### src/rtl/flash_wsm_pkg.sv
`timescale 1ns/1ps
package flash_wsm_pkg;
    typedef enum logic [2:0] {
        OP_PROG   = 3'd0,
        OP_ERASE  = 3'd1,
        OP_SUSP   = 3'd2,
        OP_RESUME = 3'd3,
        OP_SPM    = 3'd4
    } wsm_op_e;

    typedef enum logic [2:0] {
        ST_READ,
        ST_PROG,
        ST_ERASE,
        ST_ESUSP,
        ST_ES_PROG,
        ST_PSUSP
    } wsm_state_e;
endpackage

### src/rtl/wsm_timer.sv
`timescale 1ns/1ps
module wsm_timer #(
    parameter int CNT_W = 8
) (
    input  logic             clk,
    input  logic             por_n,
    input  logic             clr,
    input  logic             load,
    input  logic [CNT_W-1:0] load_val,
    input  logic             run,
    output logic             last
);
    logic [CNT_W-1:0] cnt_q;

    always_ff @(posedge clk or negedge por_n) begin
        if (!por_n)               cnt_q <= '0;
        else if (clr)             cnt_q <= '0;
        else if (load)            cnt_q <= load_val;
        else if (run && cnt_q != '0) cnt_q <= cnt_q - 1'b1;
    end

    // Counter only moves while run is high, so it freezes in suspend.
    assign last = run && (cnt_q == CNT_W'(1));
endmodule

### src/rtl/wsm_array.sv
`timescale 1ns/1ps
module wsm_array #(
    parameter int ADDR_W = 6,
    parameter int SECT_W = 2,
    parameter int DATA_W = 16
) (
    input  logic              clk,
    input  logic              por_n,
    input  logic              prog_en,
    input  logic [ADDR_W-1:0] prog_addr,
    input  logic [DATA_W-1:0] prog_data,
    input  logic              erase_en,
    input  logic [SECT_W-1:0] erase_sect,
    input  logic [ADDR_W-1:0] rd_addr,
    output logic [DATA_W-1:0] rd_word
);
    localparam int DEPTH = 1 << ADDR_W;

    logic [DATA_W-1:0] words [DEPTH];

    for (genvar w = 0; w < DEPTH; w++) begin : g_word
        localparam logic [ADDR_W-1:0] WA = ADDR_W'(w);
        logic [DATA_W-1:0] word_q;

        always_ff @(posedge clk or negedge por_n) begin
            if (!por_n)
                word_q <= '1;
            else if (erase_en && WA[ADDR_W-1 -: SECT_W] == erase_sect)
                word_q <= '1;
            else if (prog_en && prog_addr == WA)
                word_q <= word_q & prog_data;
        end

        assign words[w] = word_q;
    end

    assign rd_word = words[rd_addr];
endmodule

### src/rtl/flash_wsm.sv
`timescale 1ns/1ps
module flash_wsm
    import flash_wsm_pkg::*;
#(
    parameter int ADDR_W    = 6,
    parameter int SECT_W    = 2,
    parameter int DATA_W    = 16,
    parameter int PROG_CYC  = 8,
    parameter int ERASE_CYC = 20,
    parameter int RST_MIN   = 4
) (
    input  logic              clk,
    input  logic              por_n,
    input  logic              rst_n,
    input  logic              cmd_valid,
    input  logic [2:0]        cmd_op,
    input  logic [ADDR_W-1:0] cmd_addr,
    input  logic [DATA_W-1:0] cmd_data,
    input  logic              rd_en,
    input  logic [ADDR_W-1:0] rd_addr,
    output logic              rdy,
    output logic              rd_valid,
    output logic [DATA_W-1:0] rd_data,
    output logic              rd_stat,
    output logic              rd_deny
);
    localparam int CNT_W = $clog2(ERASE_CYC + 1);
    localparam int LOW_W = $clog2(RST_MIN + 1);

    wsm_state_e        state_q, state_d;
    wsm_op_e           op;
    logic              sp_q;
    logic [LOW_W-1:0]  low_q;
    logic [ADDR_W-1:0] pa_q;
    logic [DATA_W-1:0] pd_q;
    logic [SECT_W-1:0] es_q;
    logic              tog_q;

    logic cap_prog, cap_erase, set_sp, prog_commit, erase_commit;
    logic p_run, e_run, p_last, e_last;
    logic [SECT_W-1:0] cmd_sect, rd_sect, pa_sect;
    logic [DATA_W-1:0] arr_word, stat_word;

    assign op       = wsm_op_e'(cmd_op);
    assign cmd_sect = cmd_addr[ADDR_W-1 -: SECT_W];
    assign rd_sect  = rd_addr[ADDR_W-1 -: SECT_W];
    assign pa_sect  = pa_q[ADDR_W-1 -: SECT_W];

    // Next state and transition strobes
    always_comb begin
        state_d      = state_q;
        cap_prog     = 1'b0;
        cap_erase    = 1'b0;
        set_sp       = 1'b0;
        prog_commit  = 1'b0;
        erase_commit = 1'b0;
        unique case (state_q)
            ST_READ: begin
                if (cmd_valid) begin
                    if (sp_q || op == OP_PROG) begin
                        cap_prog = 1'b1;
                        state_d  = ST_PROG;
                    end else if (op == OP_ERASE) begin
                        cap_erase = 1'b1;
                        state_d   = ST_ERASE;
                    end else if (op == OP_SPM) begin
                        set_sp = 1'b1;
                    end
                end
            end
            ST_PROG: begin
                if (p_last) begin
                    prog_commit = 1'b1;
                    state_d     = ST_READ;
                end else if (cmd_valid && op == OP_SUSP && !sp_q) begin
                    state_d = ST_PSUSP;
                end
            end
            ST_ERASE: begin
                if (e_last) begin
                    erase_commit = 1'b1;
                    state_d      = ST_READ;
                end else if (cmd_valid && op == OP_SUSP) begin
                    state_d = ST_ESUSP;
                end
            end
            ST_ESUSP: begin
                if (cmd_valid) begin
                    if (op == OP_RESUME) begin
                        state_d = ST_ERASE;
                    end else if (op == OP_PROG && cmd_sect != es_q) begin
                        cap_prog = 1'b1;
                        state_d  = ST_ES_PROG;
                    end
                end
            end
            ST_ES_PROG: begin
                if (p_last) begin
                    prog_commit = 1'b1;
                    state_d     = ST_ESUSP;
                end
            end
            ST_PSUSP: begin
                if (cmd_valid && op == OP_RESUME) state_d = ST_PROG;
            end
            default: state_d = ST_READ;
        endcase
    end

    // State register
    always_ff @(posedge clk or negedge por_n) begin
        if (!por_n)      state_q <= ST_READ;
        else if (!rst_n) state_q <= ST_READ;
        else             state_q <= state_d;
    end

    // Outputs decoded from state
    always_comb begin
        rdy   = (state_q == ST_READ) || (state_q == ST_ESUSP) || (state_q == ST_PSUSP);
        p_run = (state_q == ST_PROG) || (state_q == ST_ES_PROG);
        e_run = (state_q == ST_ERASE);
        stat_word    = '0;
        stat_word[7] = (state_q == ST_ERASE) ? 1'b0 : ~pd_q[7];
        stat_word[6] = tog_q;
    end

    // Operation operands
    always_ff @(posedge clk or negedge por_n) begin
        if (!por_n) begin
            pa_q <= '0;
            pd_q <= '0;
            es_q <= '0;
        end else if (rst_n) begin
            if (cap_prog) begin
                pa_q <= cmd_addr;
                pd_q <= cmd_data;
            end
            if (cap_erase) es_q <= cmd_sect;
        end
    end

    // Single-pulse mode flag and reset-width counter
    always_ff @(posedge clk or negedge por_n) begin
        if (!por_n) begin
            sp_q  <= 1'b0;
            low_q <= '0;
        end else if (!rst_n) begin
            if (low_q != LOW_W'(RST_MIN)) low_q <= low_q + 1'b1;
            if (low_q >= LOW_W'(RST_MIN - 1)) sp_q <= 1'b0;
        end else begin
            low_q <= '0;
            if (set_sp) sp_q <= 1'b1;
        end
    end

    // Registered read path
    always_ff @(posedge clk or negedge por_n) begin
        if (!por_n) begin
            rd_valid <= 1'b0;
            rd_data  <= '0;
            rd_stat  <= 1'b0;
            rd_deny  <= 1'b0;
            tog_q    <= 1'b0;
        end else if (!rst_n) begin
            rd_valid <= 1'b0;
            rd_data  <= '0;
            rd_stat  <= 1'b0;
            rd_deny  <= 1'b0;
            tog_q    <= 1'b0;
        end else begin
            rd_valid <= rd_en;
            rd_data  <= '0;
            rd_stat  <= 1'b0;
            rd_deny  <= 1'b0;
            if (rd_en) begin
                if (!rdy) begin
                    rd_stat <= 1'b1;
                    rd_data <= stat_word;
                    tog_q   <= ~tog_q;
                end else if ((state_q == ST_ESUSP && rd_sect == es_q) ||
                             (state_q == ST_PSUSP && rd_sect == pa_sect)) begin
                    rd_deny <= 1'b1;
                end else begin
                    rd_data <= arr_word;
                end
            end
        end
    end

    wsm_timer #(.CNT_W(CNT_W)) u_ptimer (
        .clk      (clk),
        .por_n    (por_n),
        .clr      (!rst_n),
        .load     (cap_prog),
        .load_val (CNT_W'(PROG_CYC)),
        .run      (p_run),
        .last     (p_last)
    );

    wsm_timer #(.CNT_W(CNT_W)) u_etimer (
        .clk      (clk),
        .por_n    (por_n),
        .clr      (!rst_n),
        .load     (cap_erase),
        .load_val (CNT_W'(ERASE_CYC)),
        .run      (e_run),
        .last     (e_last)
    );

    wsm_array #(.ADDR_W(ADDR_W), .SECT_W(SECT_W), .DATA_W(DATA_W)) u_array (
        .clk        (clk),
        .por_n      (por_n),
        .prog_en    (prog_commit && rst_n),
        .prog_addr  (pa_q),
        .prog_data  (pd_q),
        .erase_en   (erase_commit && rst_n),
        .erase_sect (es_q),
        .rd_addr    (rd_addr),
        .rd_word    (arr_word)
    );
endmodule

### config.mk
export PLATFORM = sky130hd
export DESIGN_NAME = flash_wsm
export DESIGN_NICKNAME = d
export VERILOG_FILES = /design/src/rtl/flash_wsm_pkg.sv /design/src/rtl/wsm_timer.sv /design/src/rtl/wsm_array.sv /design/src/rtl/flash_wsm.sv
export SDC_FILE = /design/constraint.sdc
export NUM_CORES = 2
export LEC_CHECK = 0
export BUFFER_PORTS_ARGS = -buffer_cell sky130_fd_sc_hd__buf_2
export CAP_MARGIN = 20
export CORE_ASPECT_RATIO = 1.2
export CORE_MARGIN = 2
export CORE_UTILIZATION = 63
export CTS_CLUSTER_DIAMETER = 120
export CTS_CLUSTER_SIZE = 20
export DETAILED_ROUTE_END_ITERATION = 8
export PLACE_DENSITY = 0.8
export SETUP_SLACK_MARGIN = 0.15
export SLEW_MARGIN = 40
export SYNTH_ARGS = -nofsm -noshare
export SYNTH_HDL_FRONTEND = slang
export SYNTH_SLANG_ARGS = --single-unit
### constraint.sdc
create_clock -name clk -period 3.15 [get_ports clk]
set_clock_uncertainty 0.05 [all_clocks]
set_input_delay 0 -clock clk [delete_from_list [all_inputs] [get_ports clk]]
set_output_delay 0 -clock clk [all_outputs]
set_load 0.02 [all_outputs]
==> impl_results.md <==
* Initial antenna violation count at 1
* Crit path arrival time at around 3.4 ns
* Die height at approximately 300 um
* Hold Slack at ~0.042 ns
* Share of layout cells above drive strength 1 at 39.34%
* RSZ-0062 raised after global routing: no
* Lkg Pwr at around 25 nW
* Post_cts resized at 0
* Clock-pin slew on the worst setup and hold paths at about 0.090 ns
* Crit-path slowest cell: dfrtp_1
* Crit path kind: flip-flop to flip-flop
* Crit Path Max Fanout at 16
* Multi-input logic area at ~0.018 sq mm
* Nets at between 4000 and 5000
* Gp weighted congestion at between 0.9 and 1
* Cts bufs inserted at 60
* Port bufs at 55
* Crit path capture type: flip-flop
* Routed len/inst at 26.06 um
* Total design power at approximately 0.035 W
* Core Util, Final at about two thirds
* Fill count at about 5200
* Synth unique cells at 70
* Max incr delay on CP at 0.58 ns
* Flops & latches, synth at around 1100
* Fin cells at 5296
* Clock buffer depth at 3
* DRC Markers at 0
* Core ar. at between 0.07 and 0.08 sq mm
* Ports at between 50 and 60
* Initial DRC count at between 4000 and 5000
* First-pass GRT wire length at 214.0 mm
* Ys flop type: dfstp_2
* Root buffer cell: clkbuf_16
* Max_cap viols at 0
* Worst Path Required at around 3.7 ns
* Gr usage total at 35.27%
* Worst-path cell chain: or3_1 > nor2_1 > nand4b_1 > or2_2 > dlygate4sd3_1 > mux2_2
* Hold crit path type: input port to flip-flop
* Slew HR at around two fifths
* Cells after DPL at about 5200
* Leading area contributor after synthesis: dfstp_2
* Die area at between 0.07 and 0.08 sq mm
* Final setup TNS at 0 ns
* # H-tree levels at 2
* Status: complete, no violations
* PwrDens at a little under 700 mW/mm^2
* Largest net degree at the start of global routing at 132
* Post-synth ARST share at 100.0%
* DRT Pass-1 Iters at 7
* # clock sinks at roughly 1100
* Drt total wl at around 140 mm
* Num rows at approximately 110
* Period minus WS final at ~2.9 ns
* Routed via count at about 36000
* Cell Area, Synth at 0.04840 sq mm
* Die Wd at around 260 um
* Syn avg cell area at 11.28 sq um
* Area grow syn2layout at 7.986%
* Ranking of synthesized cells by area: dfstp_2 (56%), mux4_2 (13%), o21ai_0 (9.3%)
* Starting Density at between 60% and 70%
* Clk Latency, worst-skew pair at ~0.67 ns
* Fin. Hold Viols at 0
* Cells after Synth at ~4300
* Max Freq at approximately 0.35 GHz
* Slew @ Worst Pin at 0.9276 ns
* DP Wirelength at between 80 and 90 mm
* Syn. warnings at 0
* Number of synthesized flops with an enable pin at 0
* VDD IR max at about 0.6 mV
* Final setup viols at 0
* DRT antenna net count at 0
* Final period util at 90.57%
* Startpoint types: flip-flop
* Vias in the first global route at between 30000 and 40000
* Mapped Nets at 4334
* Vias/cell at 6.748
* Sequential share of the synthesized area at 58.75%
* Sequential Area at between 0.02 and 0.03 sq mm
* Final slew viol count at 0
* Post-synth top area share at between 50% and 60%
* CTS tree: done
* GRT overflow at 0
state kept, by name (all words and copies together) (netlist names):
signal	count
pa_q	6
sp_q	1
rd_deny	1
rd_valid	1
tog_q	1
state_q	3
es_q	2
u_ptimer.cnt_q	5
low_q	3
u_etimer.cnt_q	5
rd_data	16
rd_stat	1
u_array.g_word.word_q	1024
pd_q	16
critical path: cells and delay by family, from the launching register on:
kind / cells / cell delay [ns]
flip-flops: 1 / 0.58
AND/OR/NAND/NOR: 4 / 1.24
buffers and inverters: 1 / 0.58
multiplexers: 1 / 0.28
power breakdown:
part	switching [W]	leakage [nW]	internal, W	total [W]
logic	0.00431	12.8	0.00274	0.00705
clock network	0.00452	0.780	0.00352	0.00804
registers	0.00247	11.3	0.0178	0.0203
area by class of cell:
cell class / count / share of cell area [%]
Tap cell: 1017 / 2.435
Timing Repair Buffer: 297 / 4.917
Clock buffer: 79 / 3.050
Antenna cell: 1 / 0.004788
Inverter: 21 / 0.1508
Sequential cell: 1085 / 54.45
Clock inverter: 1 / 0.03112
Multi-Input combinational cell: 2795 / 34.97
Yosys cell counts (3+ instances only):
master	number
xnor2_1	9
xor2_1	3
a22oi_1	4
ha_1	7
or3_1	16
o21ai_0	895
and2_1	4
dfrtp_1	61
a221o_1	13
nor3_4	4
a221oi_1	3
inv_1	20
dfstp_2	1024
buf_2	35
mux2i_1	34
mux4_2	275
buf_6	14
buf_4	8
nand3_1	25
nor2b_1	5
o22ai_1	53
nor2_1	51
nor3_1	35
buf_1	15
mux2_2	25
nand2b_1	8
o21ai_1	135
clkbuf_1	318
a211oi_1	3
a21oi_1	29
nand2_1	1113
nand3b_1	3
timing repair:
| item | in CTS | in global routing |
|---|---|---|
| buffers inserted | 0 | 0 |
| hold buffers | 36 | 0 |
| endpoints found under the hold margin | 724 | 0 |
per-stage QoR:
step	instance area (sq um)	setup WS (ns)
floorplan	48400	0.9227
global placement	50260	0.6159
detailed placement	50290	0.4704
CTS	52260	0.4046
global route	52260	0.1574
finish	52260	0.2971
metal layers:
metal | up-vias | wire length [um] | track usage [%]
met3 | 446 | 13210 | 8.272
met4 | 0 | 8698 | 19.79
met5 | - | 0 | 0
met2 | 1949 | 65510 | 55.34
met1 | 18530 | 50580 | 45.72
li1 | 14810 | - | -
path summary, 6_finish.rpt:
check	end	slack [ns]	start	cells after the start
min in group asynchronous	u_array.g_word[38].word_q[3]$_DFFE_PN1P_	0.08	por_n	2
max	es_q[0]$_DFFE_PN0P_	0.30	state_q[0]$_DFFE_PN0P_	6
max in group asynchronous	u_array.g_word[23].word_q[15]$_DFFE_PN1P_	1.95	por_n	4
min reg2reg	u_array.g_word[22].word_q[14]$_DFFE_PN1P_	0.43	u_array.g_word[22].word_q[14]$_DFFE_PN1P_	2
max reg2reg	es_q[0]$_DFFE_PN0P_	0.30	state_q[0]$_DFFE_PN0P_	6
min	pd_q[9]$_DFFE_PN0P_	0.04	cmd_data[9]	3
cell usage in the layout (no fill, tap or decap), types with 9 or more instances in the layout:
cell type | netlist | layout
o21ai_1 | 135 | 135
clkbuf_16 | 0 | 61
buf_12 | 0 | 27
mux2_2 | 25 | 25
xnor2_1 | 9 | 9
dfstp_2 | 1024 | 1024
a221o_1 | 13 | 13
clkbuf_1 | 318 | 18
or3_1 | 16 | 15
dlygate4sd3_1 | 0 | 36
a21oi_1 | 29 | 29
buf_4 | 8 | 178
dfrtp_2 | 0 | 15
nor2_1 | 51 | 51
mux2i_1 | 34 | 34
o21ai_0 | 895 | 895
mux4_2 | 275 | 275
inv_1 | 20 | 20
o22ai_1 | 53 | 53
dfrtp_1 | 61 | 45
nand2_1 | 1113 | 1112
nor3_1 | 35 | 35
buf_2 | 35 | 52
nand3_1 | 25 | 23
cells by family after synthesis:
family | count (synthesis) | share of synthesized area (%)
and+or+nand+nor | 1280 | 10.59
AOI/OAI and AO/OA | 1161 | 12.59
DFF | 1085 | 58.75
buffers and inverters | 411 | 3.557
muxes | 334 | 14.08
xor gates and xnor gates | 13 | 0.2508
adders and majority gates | 7 | 0.1810
Note: power is estimated with default switching activity, not from simulation.
